[config.mk]
export PLATFORM = sky130hd
export DESIGN_NAME = codec_regfile
export DESIGN_NICKNAME = d
export VERILOG_FILES = /design/src/rtl/codec_regs_pkg.sv /design/src/rtl/codec_index.sv /design/src/rtl/codec_calib.sv /design/src/rtl/codec_bank.sv /design/src/rtl/codec_regfile.sv
export SDC_FILE = /design/constraint.sdc
export NUM_CORES = 1
export LEC_CHECK = 0
export BUFFER_PORTS_ARGS = -buffer_cell sky130_fd_sc_hd__buf_2
export CAP_MARGIN = 20
export CORE_MARGIN = 2
export CORE_UTILIZATION = 56
export CTS_BUF_LIST = sky130_fd_sc_hd__clkbuf_4 sky130_fd_sc_hd__clkbuf_8 sky130_fd_sc_hd__clkbuf_16
export CTS_CLUSTER_DIAMETER = 150
export CTS_CLUSTER_SIZE = 30
export DETAILED_ROUTE_END_ITERATION = 8
export GPL_TIMING_DRIVEN = 1
export PLACE_DENSITY = 0.74
export SYNTH_ARGS = -nofsm -noshare
export SYNTH_HDL_FRONTEND = slang
export SYNTH_SLANG_ARGS = --single-unit
[constraint.sdc]
create_clock -name clk_i -period 1.78 [get_ports clk_i]
set_input_delay 0 -clock clk_i [delete_from_list [all_inputs] [get_ports clk_i]]
set_output_delay 0 -clock clk_i [all_outputs]
set_load 0.02 [all_outputs]
[src/rtl/codec_regs_pkg.sv]
package codec_regs_pkg;
  localparam int unsigned NUM_REGS = 32;
  localparam int unsigned AW       = $clog2(NUM_REGS);

  localparam logic [1:0] PORT_IDX  = 2'd0;
  localparam logic [1:0] PORT_DAT  = 2'd1;
  localparam logic [1:0] PORT_STAT = 2'd2;
  localparam logic [1:0] PORT_PIO  = 2'd3;

  localparam logic [AW-1:0] R_FMT     = AW'(8);
  localparam logic [AW-1:0] R_IFACE   = AW'(9);
  localparam logic [AW-1:0] R_ERRINIT = AW'(11);
  localparam logic [AW-1:0] R_MODE    = AW'(12);
  localparam logic [AW-1:0] R_CNT_HI  = AW'(14);
  localparam logic [AW-1:0] R_CNT_LO  = AW'(15);
  localparam logic [AW-1:0] R_RSV_A   = AW'(22);
  localparam logic [AW-1:0] R_ALTSTAT = AW'(24);
  localparam logic [AW-1:0] R_RSV_B   = AW'(27);
  localparam logic [AW-1:0] R_RSV_C   = AW'(29);

  localparam int unsigned MCE_BIT   = 6;
  localparam int unsigned MODE2_BIT = 6;
  localparam int unsigned PINT_BIT  = 4;
  localparam int unsigned BUSY_BIT  = 5;

  function automatic logic [7:0] reset_val(input int unsigned i);
    case (i)
      2, 3, 4, 5, 18, 19: reset_val = 8'h88;
      6, 7:               reset_val = 8'h80;
      9:                  reset_val = 8'h08;
      12:                 reset_val = 8'h8A;
      25, 26:             reset_val = 8'hA0;
      default:            reset_val = 8'h00;
    endcase
  endfunction
endpackage

[src/rtl/codec_index.sv]
module codec_index
  import codec_regs_pkg::*;
(
  input  logic          clk_i,
  input  logic          rst_ni,
  input  logic          wr_i,
  input  logic [7:0]    wdata_i,
  input  logic          mode2_i,
  input  logic [1:0]    cal_req_i,
  output logic [7:0]    idx_o,
  output logic [AW-1:0] iaddr_o,
  output logic          cal_arm_o
);
  logic [7:0] idx_q;

  always_ff @(posedge clk_i or negedge rst_ni) begin
    if (!rst_ni) idx_q <= 8'h40;
    else if (wr_i) idx_q <= {1'b0, wdata_i[6:0]};
  end

  assign idx_o     = idx_q;
  assign iaddr_o   = mode2_i ? idx_q[AW-1:0] : {1'b0, idx_q[AW-2:0]};
  assign cal_arm_o = wr_i && !idx_q[MCE_BIT] && wdata_i[MCE_BIT] && (cal_req_i != 2'b00);
endmodule

[src/rtl/codec_calib.sv]
module codec_calib #(
  parameter int unsigned CAL_READS = 1,
  localparam int unsigned CW = $clog2(CAL_READS + 1)
) (
  input  logic clk_i,
  input  logic rst_ni,
  input  logic arm_i,
  input  logic take_i,
  output logic busy_o
);
  logic [CW-1:0] cnt_q;

  always_ff @(posedge clk_i or negedge rst_ni) begin
    if (!rst_ni)                  cnt_q <= '0;
    else if (arm_i)               cnt_q <= CW'(CAL_READS);
    else if (take_i && cnt_q != 0) cnt_q <= cnt_q - 1'b1;
  end

  assign busy_o = (cnt_q != '0);
endmodule

[src/rtl/codec_bank.sv]
module codec_bank
  import codec_regs_pkg::*;
(
  input  logic                     clk_i,
  input  logic                     rst_ni,
  input  logic                     wr_i,
  input  logic [AW-1:0]            waddr_i,
  input  logic [7:0]               wdata_i,
  input  logic                     mce_i,
  input  logic                     stat_clr_i,
  input  logic                     irq_set_i,
  output logic [NUM_REGS-1:0][7:0] regs_o,
  output logic                     int_o
);
  logic [NUM_REGS-1:0][7:0] regs_q, regs_d;
  logic                     int_q, int_d;

  always_comb begin
    regs_d = regs_q;
    int_d  = int_q;
    if (wr_i) begin
      case (waddr_i)
        R_FMT: begin
          if (mce_i) regs_d[R_FMT] = wdata_i;
          else if (regs_q[R_ALTSTAT][PINT_BIT])
            regs_d[R_FMT] = {wdata_i[7:4], regs_q[R_FMT][3:0]};
        end
        R_IFACE: regs_d[R_IFACE] = wdata_i & 8'hDF;
        R_ERRINIT, R_RSV_A, R_RSV_B, R_RSV_C: ;
        R_MODE: regs_d[R_MODE][MODE2_BIT] = wdata_i[MODE2_BIT];
        R_ALTSTAT: begin
          if (regs_q[R_ALTSTAT][PINT_BIT] && !wdata_i[PINT_BIT]) int_d = 1'b0;
          regs_d[R_ALTSTAT] = wdata_i;
        end
        default: regs_d[waddr_i] = wdata_i;
      endcase
    end
    if (stat_clr_i) begin
      int_d = 1'b0;
      regs_d[R_ALTSTAT][6:4] = 3'b000;
    end
    // end-of-block event takes priority over any clear
    if (irq_set_i) begin
      int_d = 1'b1;
      regs_d[R_ALTSTAT][PINT_BIT] = 1'b1;
    end
  end

  always_ff @(posedge clk_i or negedge rst_ni) begin
    if (!rst_ni) begin
      for (int i = 0; i < NUM_REGS; i++) regs_q[i] <= reset_val(i);
      int_q <= 1'b0;
    end else begin
      regs_q <= regs_d;
      int_q  <= int_d;
    end
  end

  assign regs_o = regs_q;
  assign int_o  = int_q;
endmodule

[src/rtl/codec_regfile.sv]
module codec_regfile
  import codec_regs_pkg::*;
#(
  parameter int unsigned CAL_READS = 1
) (
  input  logic        clk_i,
  input  logic        rst_ni,
  input  logic        cs_i,
  input  logic        we_i,
  input  logic [1:0]  addr_i,
  input  logic [7:0]  wdata_i,
  output logic [7:0]  rdata_o,
  input  logic        irq_set_i,
  output logic        irq_o,
  output logic [7:0]  fmt_o,
  output logic [7:0]  iface_o,
  output logic        mode2_o,
  output logic [15:0] blk_count_o
);
  logic                     wr_idx, wr_dat, wr_stat, rd;
  logic [7:0]               idx;
  logic [AW-1:0]            iaddr;
  logic                     cal_arm, cal_take, busy, int_q;
  logic [NUM_REGS-1:0][7:0] bank_q;
  logic [7:0]               rd_mux, rdata_q;

  assign wr_idx  = cs_i && we_i && (addr_i == PORT_IDX);
  assign wr_dat  = cs_i && we_i && (addr_i == PORT_DAT);
  assign wr_stat = cs_i && we_i && (addr_i == PORT_STAT);
  assign rd      = cs_i && !we_i;

  codec_index u_index (
    .clk_i     (clk_i),
    .rst_ni    (rst_ni),
    .wr_i      (wr_idx),
    .wdata_i   (wdata_i),
    .mode2_i   (bank_q[R_MODE][MODE2_BIT]),
    .cal_req_i (bank_q[R_IFACE][4:3]),
    .idx_o     (idx),
    .iaddr_o   (iaddr),
    .cal_arm_o (cal_arm)
  );

  assign cal_take = rd && (addr_i == PORT_DAT) && (iaddr == R_ERRINIT);

  codec_calib #(.CAL_READS(CAL_READS)) u_calib (
    .clk_i  (clk_i),
    .rst_ni (rst_ni),
    .arm_i  (cal_arm),
    .take_i (cal_take),
    .busy_o (busy)
  );

  codec_bank u_bank (
    .clk_i      (clk_i),
    .rst_ni     (rst_ni),
    .wr_i       (wr_dat),
    .waddr_i    (iaddr),
    .wdata_i    (wdata_i),
    .mce_i      (idx[MCE_BIT]),
    .stat_clr_i (wr_stat),
    .irq_set_i  (irq_set_i),
    .regs_o     (bank_q),
    .int_o      (int_q)
  );

  always_comb begin
    case (addr_i)
      PORT_IDX:  rd_mux = idx;
      PORT_DAT: begin
        rd_mux = bank_q[iaddr];
        if (iaddr == R_ERRINIT && busy) rd_mux[BUSY_BIT] = 1'b1;
      end
      PORT_STAT: rd_mux = {7'b0, int_q};
      default:   rd_mux = 8'h00;
    endcase
  end

  always_ff @(posedge clk_i or negedge rst_ni) begin
    if (!rst_ni)  rdata_q <= 8'h00;
    else if (rd)  rdata_q <= rd_mux;
  end

  assign rdata_o     = rdata_q;
  assign irq_o       = int_q;
  assign fmt_o       = bank_q[R_FMT];
  assign iface_o     = bank_q[R_IFACE];
  assign mode2_o     = bank_q[R_MODE][MODE2_BIT];
  assign blk_count_o = {bank_q[R_CNT_HI], bank_q[R_CNT_LO]};
endmodule

Word-level counts from Yosys, hierarchy flattened
Cells that the tools add are included.

Word-level logic and storage cells: 127. Input port bits: 15. Register bits: 273. Output and inout bits: 42.

Order comparisons: 2. Bitwise logic cells: 5. Reduce and logical (&&, ||, !) cells: 38. Mux-type cells: 27. Add/sub/neg operators: 1. Eq/ne operators: 14.

Operators by type and width (number): $bwmux 256 (1); $mux 199 (1); $mux 89 (1); $mux 64 (1); $pmux 8 s2 (3); $bmux 8 s5 (1); $demux 8 s5 (1); $mux 8 (4); $reduce_or 7->1 (4); $pmux 8 s3 (1); $mux 22 (1); $eq 5x4->1 const B (4); $eq 5x5->1 const B (4); $logic_and 1x1->1 (14); $reduce_and 2->1 (6); $mux 1 (9); $reduce_and 3->1 (3); $reduce_bool 3->1 (3); $reduce_or 8->1 (1); $lt 5x6->1 const B (1); $reduce_bool 2->1 (3); $ge 5x1->1 const B (1); $mux 5 (1); $not 1->1 (5); 11 further kinds (13).

Logic depth before layout (Yosys ltp)
Depth after elaboration: 10. Gate-level depth with buffers: 8. Mapped depth without buffers: 5.

Hierarchy
From an unflattened synthesis, not the netlist that was laid out.

Cell total of the unflattened synthesis: 889. Area, all modules: 12896.1 um2.

By module, submodules not included: codec_bank (seq. area each 6458.7 um2, cells an instance 604, area an instance 9750.6 um2, times used 1); codec_regfile (seq. area each 200.2 um2, cells an instance 256, area an instance 2762.6 um2, times used 1); codec_index (seq. area each 176.4 um2, cells an instance 26, area an instance 346.6 um2, times used 1); codec_calib (seq. area each 25.0 um2, cells an instance 3, area an instance 36.3 um2, times used 1).

Worst setup path after synthesis
OpenSTA, ideal clock, no wires.

Kind: register -> register. From: reg u_bank.regs_q (netlist bit u_bank.regs_o[102]). To: reg u_bank.regs_q (netlist bit u_bank.regs_o[29]). Path buffers: 2. Clock period less this slack: 1.913 ns. Arrival: 1.788 ns. Required time: 1.655 ns. Setup time: 0.125 ns. Stages on the path, launching flop included: 7. Setup slack: -0.133 ns. Path through: dfrtp_1 and2_1 buf_6 nor4_4 and3_1 buf_4 mux2_2.

Longest elaborated chain between the ends: 6. Elaborated cells on any way between the ends: 18. Those cells by class: order compare: 2; eq/ne: 8; mux: 4; bitwise: 1; reduce/logical: 3.

RTL lines: start: declaration (RTL line codec_bank.sv:15) `logic [NUM_REGS-1:0][7:0] regs_q, regs_d;`; start signal: assignment (RTL line codec_bank.sv:54) `regs_q <= regs_d;`; $mux 5 (*) (RTL line codec_index.sv:22) `assign iaddr_o = mode2_i ? idx_q[AW-1:0] : {1'b0, idx_q[AW-2:0]};`; $lt 5x6->1 (not written as such) or $ge 5x1->1 (tied branches) (RTL line codec_bank.sv:35) `default: regs_d[waddr_i] = wdata_i;`; $logic_and 1x1->1 (not written as such) (RTL line codec_bank.sv:35); $mux 8 (not written as such) (RTL line codec_bank.sv:35); $demux 8 s5; $bwmux 256 (RTL line codec_bank.sv:35).

Every way passes the cells marked *; elsewhere a longest branch is shown, timed or not. A chain may end at the register's enable or synchronous reset.

Final worst setup path
From: reg u_index.idx_q[0] (netlist: u_index.idx_o[0]). To: reg rdata_q[3] (netlist: rdata_o[3]).

Longest elaborated chain between the ends: 4.

RTL lines: start: declaration (RTL line codec_index.sv:14) `logic [7:0] idx_q;`; start signal: assignment (RTL line codec_index.sv:18) `else if (wr_i) idx_q <= {1'b0, wdata_i[6:0]};`; $mux 5 (RTL line codec_index.sv:22); $bmux 8 s5 (RTL line codec_regfile.sv:71) `rd_mux = bank_q[iaddr];`; $mux 8 (not written as such) (RTL line codec_regfile.sv:71); $pmux 8 s3 (RTL line codec_regfile.sv:68) `case (addr_i)`; end signal: assignment (RTL line codec_regfile.sv:81) `else if (rd) rdata_q <= rd_mux;`; end: declaration (RTL line codec_regfile.sv:25) `logic [7:0] rd_mux, rdata_q;`.

Every way passes these cells. The select of a mux whose other input is x is not followed.

==> insert_results.sql <==
INSERT INTO impl_metrics (metric_group, metric, value, unit) VALUES
('finish', 'drive_above_1_share', '60.7', '%'),
('synthesis', 'syn-mean-instance-area', '14.5', 'um^2'),
('critical_path', 'worstPathCellList', 'buf_12, mux4_2, mux2i_1, o21ai_0, a22oi_1, a31oi_1', ''),
('sta', 'setup_repair_after_global_routing_missed_its_margin', 'true', ''),
('sta', 'final_min_period_over_clock_period', '115', '%'),
('synthesis', 'async_reset_ff_share', '100', '%'),
('finish', 'n_fill_cell', '1536', ''),
('critical_path', 'cp-endpoint', 'rdata_o[3]', ''),
('synthesis', 'synth.cell_area', '12700', 'um^2'),
('synthesis', 'synthesis.yosys.warnings', '0', ''),
('route', 'wl_per_cell', '26.7', 'um'),
('floorplanning', 'initial_utilization', '56.6', '%'),
('global_routing', 'pin_count_of_the_biggest_net_entering_global_routing', '63', ''),
('floorplanning', 'io-pin-count', '57', ''),
('global_routing', 'grt.overflow.total', '0', ''),
('route', 'routed_vias', '7583', ''),
('clock_tree', 'cts.clk_slew.worst_paths', '120', 'ps'),
('sta', 'achievable-frequency', '488', 'MHz'),
('power_and_ir_drop', 'power.density', '958', 'nW/um^2'),
('route', 'final_antenna_net_count', '0', ''),
('critical_path', 'reg2reg_depth', '6', ''),
('finish', 'antennaDiodeCount', '0', ''),
('job', 'max_cap_viol_count', '0', ''),
('critical_path', 'critical_path.startpoint', 'u_index.idx_o[0]', ''),
('sta', 'timing_hold_violations_final', '0', ''),
('critical_path', 'timing.critical_path.buf_inv', '1', ''),
('place', 'placed_cells', '1176', ''),
('sta', 'setup_viol_count_final', '46', ''),
('floorplanning', 'chipHeight', '155', 'um'),
('route', 'detail_route.drc_violations', '0', ''),
('finish', 'finish.net_count', '942', ''),
('critical_path', 'worstSetupStartpointType', 'register', ''),
('floorplanning', 'fp.dieW', '155', 'um'),
('route', 'postRouteWirelength', '32.5', 'mm'),
('outcome', 'failing_checks', 'setup timing', ''),
('critical_path', 'cp-end-kind', 'register', ''),
('sta', 'period_needed', '2050', 'ps'),
('finish', 'area.growth.synth_to_final', '16.9', '%'),
('power_and_ir_drop', 'worst_ir_drop_vdd', '885', 'uV'),
('finish', 'seq_area', '6870', 'um^2'),
('clock_tree', 'cts_htree_levels', '1', ''),
('finish', 'multi_input_area', '5600', 'um^2'),
('place', 'numPortBuffers', '56', ''),
('hold_path', 'hold_path_class', 'in2async', ''),
('sta', 'timing_worst_slew_pin_value', '730', 'ps'),
('synthesis', 'number_of_distinct_library_cells_after_synthesis', '51', ''),
('critical_path', 'critical_path_arrival', '2420', 'ps'),
('critical_path', 'timing.critical_path.max_delay_family', 'multiplexers', ''),
('critical_path', 'slowest_delay', '540', 'ps'),
('critical_path', 'worstSetupPathType', 'reg2reg', ''),
('power_and_ir_drop', 'p_leak', '6.94', 'nW'),
('floorplanning', 'fp.coreArea', '22400', 'um^2'),
('floorplanning', 'design.die.area', '23900', 'um^2'),
('clock_tree', 'cts_sinks', '273', ''),
('synthesis', 'synthFlopType', 'dfrtp_1', ''),
('critical_path', 'worst-path-stages', '6', ''),
('critical_path', 'rr_startpoint', 'u_index.idx_o[0]', ''),
('clock_tree', 'worstSkewPairLatency', '500', 'ps'),
('outcome', 'status', 'complete, but fails checks', ''),
('global_routing', 'via_count_of_the_first_global_routing_pass', '8181', ''),
('sta', 'worst_slack', '-269', 'ps'),
('synthesis', 'part_of_the_yosys_area_used_for_sequential_elements', '54.1', '%'),
('critical_path', 'critPathRequiredTime', '2150', 'ps'),
('global_routing', 'global_route.usage.total', '28.0', '%'),
('synthesis', 'synth-edff-count', '0', ''),
('global_routing', 'antenna_found_initial', '1', ''),
('power_and_ir_drop', 'power.total', '14.2', 'mW'),
('critical_path', 'timing.critical_path.fanout_max', '14', ''),
('floorplanning', 'placement_rows', '55', ''),
('sta', 'max_slew_margin', '51.3', '%'),
('critical_path', 'regToRegEndpoint', 'rdata_o[3]', '');
==> synthesized netlist by cell type (all sizes together) (2+ instances only) <==
master / instances / area share, %
mux2: 223 / 20
o21ai: 15 / 0.59
clkbuf: 62 / 1.8
nor2b: 3 / 0.15
nand4b: 2 / 0.26
dfrtp: 250 / 49
or2: 2 / 0.099
a31oi: 5 / 0.25
dfstp: 23 / 4.8
nor3: 13 / 0.55
and2b: 3 / 0.18
nand3: 16 / 0.75
mux4: 62 / 11
nor4: 2 / 0.34
a21boi: 2 / 0.12
a21oi: 10 / 0.39
nor2: 32 / 1.6
nand2: 32 / 1.0
nand2b: 4 / 0.20
a221oi: 3 / 0.21
and3b: 2 / 0.14
a22oi: 6 / 0.36
and3: 3 / 0.15
nand4: 2 / 0.099
mux2i: 15 / 1.2
buf: 66 / 3.7
nand3b: 2 / 0.12
==> worst register-to-register path, delay by kind of cell, from the launching register on <==
family	cells	cell delay [ps]
AO/OA/AOI/OAI	3	470
buffers and inverters	1	190
multiplexers	2	730
flip-flops	1	540
==> cell usage in the layout, fill, tap and decap left out, drive strengths merged, types with 4 or more instances in the layout <==
master  count
clkbuf     20
nor2       32
nand2      32
mux2i      15
nand2b      4
mux2      223
buf       164
a21oi      10
o21ai      15
dfstp      23
nor3       13
dfrtp     250
a31oi       5
mux4       62
nand3      16
a22oi       6
==> layer usage <==
metal | GRT usage [%] | share of wire (%)
met5 | 0 | 0.025
met4 | 9.26 | 3.6
met3 | 2.69 | 5.2
met2 | 44.7 | 47
met1 | 41.1 | 44
==> cell type report <==
| cell class | instances | share of cell area [%] |
|---|---|---|
| sequential | 273 | 46.3 |
| timing repair buffer | 166 | 10.8 |
| inverter | 1 | 0.0253 |
| tap | 285 | 2.40 |
| clock inverter | 1 | 0.202 |
| clock buffer | 20 | 2.55 |
| multi-input combinational | 472 | 37.7 |
==> logic make-up (layout without fill, tap and decap cells) <==
| logic type | count (synthesis) | count (layout) | synth area share (%) |
|---|---|---|---|
| flops | 273 | 273 | 54.1 |
| simple gates | 121 | 122 | 5.89 |
| buf+inv | 129 | 188 | 5.54 |
| mux | 300 | 300 | 32.0 |
| compound gates | 50 | 50 | 2.51 |
==> how the worst min path moves through the flow <==
stage,end,startpoint,slack (ps)
3_3_place_gp,u_bank.regs_o[25],rst_ni,-40
3_5_place_dp,u_bank.regs_o[25],rst_ni,-30
6_report,u_bank.regs_o[25],rst_ni,10
2_1_floorplan,rdata_o[0],rst_ni,-300
5_1_grt,u_bank.regs_o[17],rst_ni,40
4_1_cts,u_bank.regs_o[197],wdata_i[5],20
==> power breakdown <==
| part | internal [mW] | total [mW] | switching [mW] |
|---|---|---|---|
| clock network | 1.53 | 3.55 | 2.02 |
| registers | 6.74 | 7.13 | 0.390 |
| logic | 1.78 | 3.54 | 1.75 |
| total | 10.1 | 14.2 | 4.16 |
==> what timing repair did <==
| item | in CTS | in global routing |
|---|---|---|
| cloned | 2 | 1 |
| hold buffers | 2 | 0 |
| pin swaps | 2 | 8 |
| resized for setup | 49 | 91 |
| endpoints found under the setup margin | 185 | 187 |
| hold endpoints to repair | 256 | 0 |
| buffers inserted | 8 | 9 |
==> metrics by stage <==
step	TNS [ps]	worst slack, ps	cell area [um^2]	util (%)	hold WS [ps]
finish	-4950	-269	14800	66.1	14.2
detailed placement	-12220	-286	13600	60.8	-28.8
CTS	-5130	-251	14400	64.3	19.0
floorplan	-160	-19.2	12700	-	-296
global placement	-10090	-304	13600	60.8	-38.1
global route	-7190	-370	14800	66.1	41.0
==> state kept, by name, indices dropped and copies added, names as in the netlist <==
signal          cells
u_bank.regs_o     256
rdata_o             8
u_index.idx_o       7
u_bank.int_o        1
u_calib.busy_o      1
(Power assumes the default switching activity.)
